File: src/rtl/colgen_pkg.sv
package colgen_pkg;

    localparam int unsigned COLW = 8;

    typedef logic [COLW-1:0] col_t;

    typedef enum logic [2:0] {
        BLC_ONE   = 3'b000,
        BLC_TWO   = 3'b001,
        BLC_FOUR  = 3'b010,
        BLC_EIGHT = 3'b011,
        BLC_PAGE  = 3'b111
    } blc_e;

    typedef struct packed {
        logic valid;
        logic last;
        logic full;
        logic ilv;
        col_t span;
        col_t base;
        col_t beat;
        logic run;
    } seq_t;

endpackage

File: src/rtl/colgen_mode_dec.sv
module colgen_mode_dec
    import colgen_pkg::*;
(
    input  logic [2:0] code,
    input  logic       ilv,
    input  logic       is_wr,
    input  logic       wr_one,
    output col_t       span_m1,
    output logic       full
);

    always_comb begin
        span_m1 = '0;
        full    = 1'b0;
        unique case (code)
            BLC_ONE:   span_m1 = col_t'(0);
            BLC_TWO:   span_m1 = col_t'(1);
            BLC_FOUR:  span_m1 = col_t'(3);
            BLC_EIGHT: span_m1 = col_t'(7);
            BLC_PAGE: begin
                if (!ilv) begin
                    span_m1 = '1;
                    full    = 1'b1;
                end
            end
            default:   span_m1 = '0;
        endcase
        if (is_wr && wr_one) begin
            span_m1 = '0;
            full    = 1'b0;
        end
    end

endmodule

File: src/rtl/colgen_order.sv
module colgen_order
    import colgen_pkg::*;
(
    input  col_t base,
    input  col_t beat,
    input  col_t span_m1,
    input  logic ilv,
    output col_t col
);

    col_t seq_col;
    col_t xor_col;

    always_comb begin
        seq_col = (base & ~span_m1) | ((base + beat) & span_m1);
        xor_col = base ^ (beat & span_m1);
        col     = ilv ? xor_col : seq_col;
    end

endmodule

File: src/rtl/sdram_burst_colgen.sv
module sdram_burst_colgen
    import colgen_pkg::*;
(
    input  logic       clk,
    input  logic       rst_n,
    input  logic       cke,
    input  logic       start,
    input  logic [7:0] start_col,
    input  logic       start_wr,
    input  logic [2:0] bl_code,
    input  logic       ilv_mode,
    input  logic       wr_single,
    input  logic       stop,
    output logic [7:0] beat_col,
    output logic       beat_valid,
    output logic       beat_last
);

    localparam seq_t SEQ_RST = '{valid: 1'b0, last: 1'b0, full: 1'b0, ilv: 1'b0,
                                 span: '0, base: '0, beat: '0, run: 1'b1};

    seq_t seq_d, seq_q;
    col_t dec_span;
    logic dec_full;
    col_t beat_nxt;

    colgen_mode_dec u_dec (
        .code    (bl_code),
        .ilv     (ilv_mode),
        .is_wr   (start_wr),
        .wr_one  (wr_single),
        .span_m1 (dec_span),
        .full    (dec_full)
    );

    always_comb begin
        seq_d     = seq_q;
        seq_d.run = cke;
        beat_nxt  = seq_q.beat + col_t'(1);
        if (seq_q.run) begin
            if (start) begin
                seq_d.valid = 1'b1;
                seq_d.base  = start_col;
                seq_d.beat  = '0;
                seq_d.span  = dec_span;
                seq_d.full  = dec_full;
                seq_d.ilv   = ilv_mode;
                seq_d.last  = !dec_full && (dec_span == '0);
            end else if (stop) begin
                seq_d.valid = 1'b0;
                seq_d.last  = 1'b0;
            end else if (seq_q.valid) begin
                if (seq_q.last) begin
                    seq_d.valid = 1'b0;
                    seq_d.last  = 1'b0;
                end else begin
                    seq_d.beat = beat_nxt;
                    seq_d.last = !seq_q.full && (beat_nxt == seq_q.span);
                end
            end
        end
    end

    always_ff @(posedge clk or negedge rst_n) begin
        if (!rst_n) begin
            seq_q <= SEQ_RST;
        end else begin
            seq_q <= seq_d;
        end
    end

    colgen_order u_order (
        .base    (seq_q.base),
        .beat    (seq_q.beat),
        .span_m1 (seq_q.span),
        .ilv     (seq_q.ilv),
        .col     (beat_col)
    );

    assign beat_valid = seq_q.valid;
    assign beat_last  = seq_q.last;

endmodule

File: config.mk
export PLATFORM = sky130hd
export DESIGN_NAME = sdram_burst_colgen
export DESIGN_NICKNAME = d
export VERILOG_FILES = /design/src/rtl/colgen_pkg.sv /design/src/rtl/colgen_mode_dec.sv /design/src/rtl/colgen_order.sv /design/src/rtl/sdram_burst_colgen.sv
export SDC_FILE = /design/constraint.sdc
export NUM_CORES = 1
export LEC_CHECK = 0
export ABC_AREA = 1
export CAP_MARGIN = 20
export CORE_MARGIN = 5
export CORE_UTILIZATION = 48
export DETAILED_ROUTE_END_ITERATION = 10
export PLACE_DENSITY = 0.76
export SLEW_MARGIN = 20
export SYNTH_ARGS = -nofsm -noshare
export SYNTH_HDL_FRONTEND = slang
export SYNTH_SLANG_ARGS = --single-unit
File: constraint.sdc
create_clock -name clk -period 1.87 [get_ports clk]
set_input_delay 0.374 -clock clk [delete_from_list [all_inputs] [get_ports clk]]
set_output_delay 0.374 -clock clk [all_outputs]
set_load 0.01 [all_outputs]
==> key figures, run 1 <==
Floorplanning
  • I/O pins: 29
  • Core region area: 3416 um2
  • Die area: 4924 um2
  • Chip Width: 70.17 um
  • Row count: 21
  • Die Height: 70.17 um
  • Initial Util: 50.88%

Clock tree
  • # H-tree levels: 1
  • Cts bufs inserted: 3
  • Root Driver: clkbuf_4
  • Hold-fix buffers, CTS: 0
  • CTS tree: built
  • Clock Tree Buf Depth: 2
  • Sink Count: 24
  • Worst-path clk slew: 0.15 ns
  • Clock Latency Late Sink: 0.33 ns

Run status
  • Failing checks: setup timing
  • Outcome: finished, violations left

Timing
  • Final setup fails: 7
  • Final period demand of the worst path: 2.433 ns
  • Tightest Pin Transition: 0.3271 ns
  • Worst setup margin: -0.5627 ns
  • Period Utilization, post-route: 130.1%
  • Clock Skews: 0.009539 ns
  • Hold Vio Cnt, Final: 0
  • Final Slew Violations: 0
  • RSZ-0062 raised after global routing: yes
  • Final hold slack: 0.3833 ns
  • Worst slew margin: 78.01%
  • Max frequency: 411.1 MHz
  • Sum Neg Setup Slack: -2.709 ns

Critical path
  • Worst Path Arrival: 2.06 ns
  • Critical path startpoint category: flop
  • Crit-path max FO: 4
  • CP endpoint kind: output port
  • Required time worst endpoint: 1.50 ns
  • CP Class: flop to output port

Global routing
  • Number of global-route vias before repair: 1880
  • Initial antenna violation count: 0
  • Largest net degree at the start of global routing: 25
  • Grt total ovfl: 0
  • First-pass GRT wire length: 8190 um
  • GRT Total Usage: 20.53%

Power and ir drop
  • Sw frac: 32.00%
  • Static Leak: 1.223 nW
  • Cell Pwr Density: 590.7 nW/um2
  • Clock power share: 25.6%
  • Peak VDD IR: 0.4146 mV
  • Reg power frac: 39.4%
  • Total chip power: 1.548 mW
  • Comb power frac: 35.1%
  • Cell internal pwr: 1.052 mW
  • Sw power: 0.4953 mW

Place
  • Placed Instance Area: 2315 um2
  • GPL Wtd Cong: 0.8800
  • DP HPWL: 3642 um
  • I/O Buffers: 28

Layout
  • Commonest non-fill, non-tap cells in the layout: nand2_1 (58), buf_4 (38), inv_1 (36), dfrtp_1 (23), clkdlybuf4s50_1 (20)
  • Nets: 355
  • Ant. Diodes: 0
  • FILL cells: 257
  • Final instance area: 2620 um2
  • Layout cells sized above 1: 30.77%
  • Final Util: 76.70%
  • Area growth syn-to-layout: 50.76%
  • Most common cell after layout, fill and taps aside: nand2_1

Synthesis
  • Syn_nets: 284
  • Largest family of logic cells by synthesized area: simple AND/OR/NAND/NOR gates
  • Synthesized area: 1738 um2
  • Synth Area in Adders: 7.631%
  • Synth Area in Compound Gates: 15.69%
  • Number of library cell types mapped by synthesis: 29
  • Post-synthesis async set-or-reset flop share: 100.0%
  • #FFs+latches synth: 24
  • Multiplexer share of the synthesized area: 0%
  • Most used DFF post-synth: dfrtp_1
  • Total number of yosys warnings: 0
  • Syn Inst Count: 255
  • Register area share after synthesis: 34.63%
  • Synth Area per Inst: 6.815 um2
  • EDFF count, synth: 0
  • Synth Area in Simple Gates: 30.89%
  • XOR/XNOR Fraction of Synth Area: 1.512%

Drt
  • Drt total wl: 5288 um
  • Vias per inst: 5.326
  • DR vias: 1976
  • Total iterations of the first detailed-routing run: 4
  • Antenna violation net count after detailed routing: 0
  • Routed len/inst: 14.25 um
  • Drt initial violations: 146
  • DRC: 0

Hold path
  • Min-delay worst type: primary input to asynchronous set/reset pin

Job
  • Max Cap Viol: 0
## state kept, by name, indices dropped and copies added, names as in the netlist
| name | count |
|---|---|
| seq_q | 22 |
| beat_valid | 1 |
| beat_last | 1 |
## final cells by class
| type | instances | area [um2] | share of cell area, % |
|---|---|---|---|
| clock buffer | 3 | 22.52 | 0.8596 |
| inverter | 41 | 160.2 | 6.113 |
| tap | 46 | 57.56 | 2.197 |
| timing repair buffer | 69 | 568.0 | 21.68 |
| clock inverter | 1 | 30.03 | 1.146 |
| sequential | 24 | 601.8 | 22.97 |
| multi-input combinational | 187 | 1180 | 45.03 |
## synthesized netlist by cell type, types with 2 or more instances
library cell / count / area share, %
a21oi_1: 12 / 3.5
buf_2: 2 / 0.58
dfrtp_1: 23 / 33
ha_1: 9 / 6.5
inv_1: 40 / 8.6
nand2_1: 68 / 15
nand2_2: 2 / 0.72
nand3_1: 24 / 6.9
nand4_1: 5 / 1.8
nor2_1: 19 / 4.1
nor3_1: 2 / 0.58
o21ai_0: 23 / 6.6
o22ai_1: 7 / 2.5
o31ai_1: 3 / 1.3
xor2_1: 2 / 1.0
## metrics by stage
| step | setup WS (ns) | instances |
|---|---|---|
| detailed placement | -0.4687 | 359 |
| CTS | -0.4736 | 366 |
| floorplan | -0.04370 | 255 |
| global placement | -0.4414 | 359 |
| global route | -0.6402 | 371 |
| finish | -0.5627 | 371 |
## logic make-up after synthesis
family                   Yosys count
flip-flops                        24
AO/OA/AOI/OAI                     49
AND/OR/NAND/NOR                  125
adder cells (fa/ha/maj)           10
buffers and inverters             44
XOR/XNOR                           3
## path summary, 6_finish.rpt
kind                                        from                     to  slack, ns  depth (start not counted)
max                        seq_q[10]$_DFFE_PN0P_            beat_col[2]      -0.56                          8
min                                        rst_n   seq_q[6]$_DFFE_PN0P_       0.38                          2
max reg2reg                 seq_q[1]$_DFFE_PN0P_  beat_last$_DFFE_PN0P_       0.11                         11
min reg2reg                seq_q[16]$_DFFE_PN0P_  seq_q[16]$_DFFE_PN0P_       0.60                          2
max in group asynchronous                  rst_n     seq_q[0]$_DFF_PN1_       1.18                          2
min in group clk                             cke     seq_q[0]$_DFF_PN1_       0.43                          1
## metal layers
layer / up-vias / wire [um] / GRT usage (%) / share of wire, %
met5: - / 0 / 0 / 0
met1: 903 / 2173 / 24.78 / 41
met4: 0 / 174 / 7.447 / 3.3
met2: 73 / 2648 / 35.68 / 50
met3: 17 / 290 / 4.448 / 5.5
li1: 983 / - / - / -
## power groups by stage
stage / sequential [mW] / clock [mW] / combinational [mW]
3_5_place_dp: 0.604 / 0 / 0.472
4_1_cts: 0.603 / 0.393 / 0.471
3_3_place_gp: 0.604 / 0 / 0.463
6_report: 0.609 / 0.396 / 0.543
2_1_floorplan: 0.609 / 0 / 0.211
5_1_grt: 0.615 / 0.418 / 0.596
## worst max-delay path: stages, from the launching register on
cell     delay, ns
dfrtp_1       0.48
inv_1         0.11
fa_2          0.38
inv_4         0.08
a21oi_2       0.05
o21ai_1       0.12
o31ai_1       0.14
a22o_1        0.22
buf_2         0.14
## what timing repair did
item                       4_1_cts  5_1_grt
setup endpoints to repair        8        8
setup buffers                    3        5
resized for setup               46       32
hold endpoints to repair         0        0
pin swaps                       17       15
Note: power is estimated with default switching activity, not from simulation.
==> run 2: changes to the inputs <==
- clock period: 1.87 -> 2.2 ns (I/O delays scaled with it)
==> run 2 against run 1 <==
Critical path depth is 1 higher. Critical path type unchanged. The run still ends with setup timing left. Register-to-register slack better by 0.47 ns. Core utilization is 3.8 points lower. Wire length is 5.2% lower. Sequential cell count stayed put. Highest routed layer unchanged. Global-route usage is 0.19 points higher.
==> key figures, run 2 (synthesis results as in run 1) <==
Timing
  • Final setup fails: 6
  • Max frequency: 405.6 MHz
  • Final Slew Violations: 0
  • RSZ-0062 raised after global routing: yes
  • Clock Skews: 0.01015 ns
  • Tightest Pin Transition: 0.3185 ns
  • Final period demand of the worst path: 2.465 ns
  • Hold Vio Cnt, Final: 0
  • Final hold slack: 0.4534 ns
  • Worst slew margin: 78.77%
  • Period Utilization, post-route: 112.1%
  • Worst setup margin: -0.2654 ns

Drt
  • Vias per inst: 5.394
  • DR vias: 1958
  • Total iterations of the first detailed-routing run: 4
  • Antenna violation net count after detailed routing: 0
  • Drt initial violations: 91
  • Drt total wl: 5011 um
  • Routed len/inst: 13.80 um
  • DRC: 0

Run status
  • Failing checks: setup timing
  • Outcome: finished, violations left

Layout
  • Ant. Diodes: 0
  • Final instance area: 2491 um2
  • Register area: 601.8 um2
  • Most common cell after layout, fill and taps aside: nand2_1
  • Footprint of the multi-input gates: 1149 um2
  • Final Util: 72.93%
  • Nets: 347
  • FILL cells: 265
  • Commonest non-fill, non-tap cells in the layout: nand2_1 (60), inv_1 (35), buf_4 (33), dfrtp_1 (23)
  • Layout cells sized above 1: 27.13%
  • Area growth syn-to-layout: 43.34%
  • Most flop-heavy register: seq_q
  • Max reg flops: 22

Place
  • DP HPWL: 3545 um
  • GPL Wtd Cong: 0.8627
  • Placed Instance Area: 2272 um2
  • Pre-CTS setup slack: -0.3308 ns
  • I/O Buffers: 28

Critical path
  • Critical path startpoint category: flop
  • CP endpoint kind: output port
  • Worst Path Arrival: 2.03 ns
  • CP Class: flop to output port
  • Crit-path max FO: 4
  • Required time worst endpoint: 1.76 ns
  • R2r setup slk: 0.58 ns

Clock tree
  • # H-tree levels: 1
  • Hold-fix buffers, CTS: 0
  • Clock Latency Late Sink: 0.32 ns
  • CTS tree: built
  • Root Driver: clkbuf_4
  • Worst-path clk slew: 0.14 ns
  • Cts bufs inserted: 3
  • Clock Tree Buf Depth: 2
  • Sink Count: 24

Hold path
  • Min-delay worst type: primary input to asynchronous set/reset pin

Job
  • Max Cap Viol: 0

Power and ir drop
  • Peak VDD IR: 0.3539 mV
  • Cell Pwr Density: 478.5 nW/um2
  • Static Leak: 1.171 nW

Global routing
  • GRT Total Usage: 20.71%
  • Number of global-route vias before repair: 1848
  • Grt total ovfl: 0
  • Largest net degree at the start of global routing: 25
  • GR Util met3: 3.013%
  • Grt met2 use: 37.04%
  • M1 GR Usage: 25.75%
  • Initial antenna violation count: 0
  • GR peak layer: met2
  • First-pass GRT wire length: 8286 um

Floorplanning
  • Die Height: 70.17 um
  • Chip Width: 70.17 um
  • I/O pins: 29
  • Row count: 21
  • Die area: 4924 um2
  • Initial Util: 50.88%
  • Core region area: 3416 um2
==> run 2: cell count changes in the layout (fill, tap and decap cells not counted), moves of 2 or more <==
| cell | delta |
|---|---|
| buf_4 | -5 |
| nand2_2 | -2 |
| o21ai_0 | +2 |
| nand2_1 | +2 |
| inv_2 | +3 |
| o21ai_1 | -2 |
| buf_6 | -2 |
==> run 2: layout make-up <==
cell class                      count  share of cell area, %
Clock buffer                        4                  1.457
Inverter                           41                  6.178
Multi-Input combinational cell    187                  46.11
Tap cell                           46                  2.310
Timing Repair Buffer               61                  19.79
Sequential cell                    24                  24.16
==> run 2: through the flow <==
step / cells / power, mW / TNS (ns)
after floorplan: 255 / 0.6950 / 0
after global placement: 354 / 0.9057 / -1.161
after detailed placement: 354 / 0.9123 / -1.397
after CTS: 360 / 1.158 / -0.8084
after global routing: 363 / 1.264 / -1.723
final: 363 / 1.192 / -0.9565
==> run 2: path summary, 6_finish.rpt <==
path                                         end             startpoint  depth (start not counted)
hold reg to reg            seq_q[16]$_DFFE_PN0P_  seq_q[16]$_DFFE_PN0P_                          2
setup reg to reg           beat_last$_DFFE_PN0P_   seq_q[1]$_DFFE_PN0P_                          7
hold / removal              seq_q[8]$_DFFE_PN0P_                  rst_n                          2
max in group asynchronous     seq_q[0]$_DFF_PN1_                  rst_n                          2
min in group clk              seq_q[0]$_DFF_PN1_                    cke                          1
setup / recovery                     beat_col[2]   seq_q[1]$_DFFE_PN0P_                          9
==> run 2: critical path, cell delays in order (launching register included) <==
cell	delay [ns]
dfrtp_1	0.43
ha_4	0.16
inv_2	0.04
fa_2	0.33
inv_2	0.10
a21oi_2	0.06
o21ai_1	0.12
o31ai_1	0.12
a22o_1	0.22
buf_2	0.14
==> run 2: power breakdown <==
part	leakage, nW	internal, mW	switching (mW)	total (mW)
logic	0.842	0.214	0.221	0.435
registers	0.308	0.478	0.0381	0.516
clock network	0.0210	0.101	0.140	0.241
total	1.17	0.793	0.399	1.19
==> run 2: routing by layer <==
layer  vias up  wire [um]
met2        74       2501
li1        958          -
met5         -          0
met4         0        143
met3        16        348
met1       910       2017
==> run 2: repair_timing <==
| action | CTS | global route |
|---|---|---|
| setup buffers | 2 | 4 |
| pin swaps | 20 | 17 |
| resized for setup | 50 | 21 |
| setup endpoints to repair | 8 | 7 |
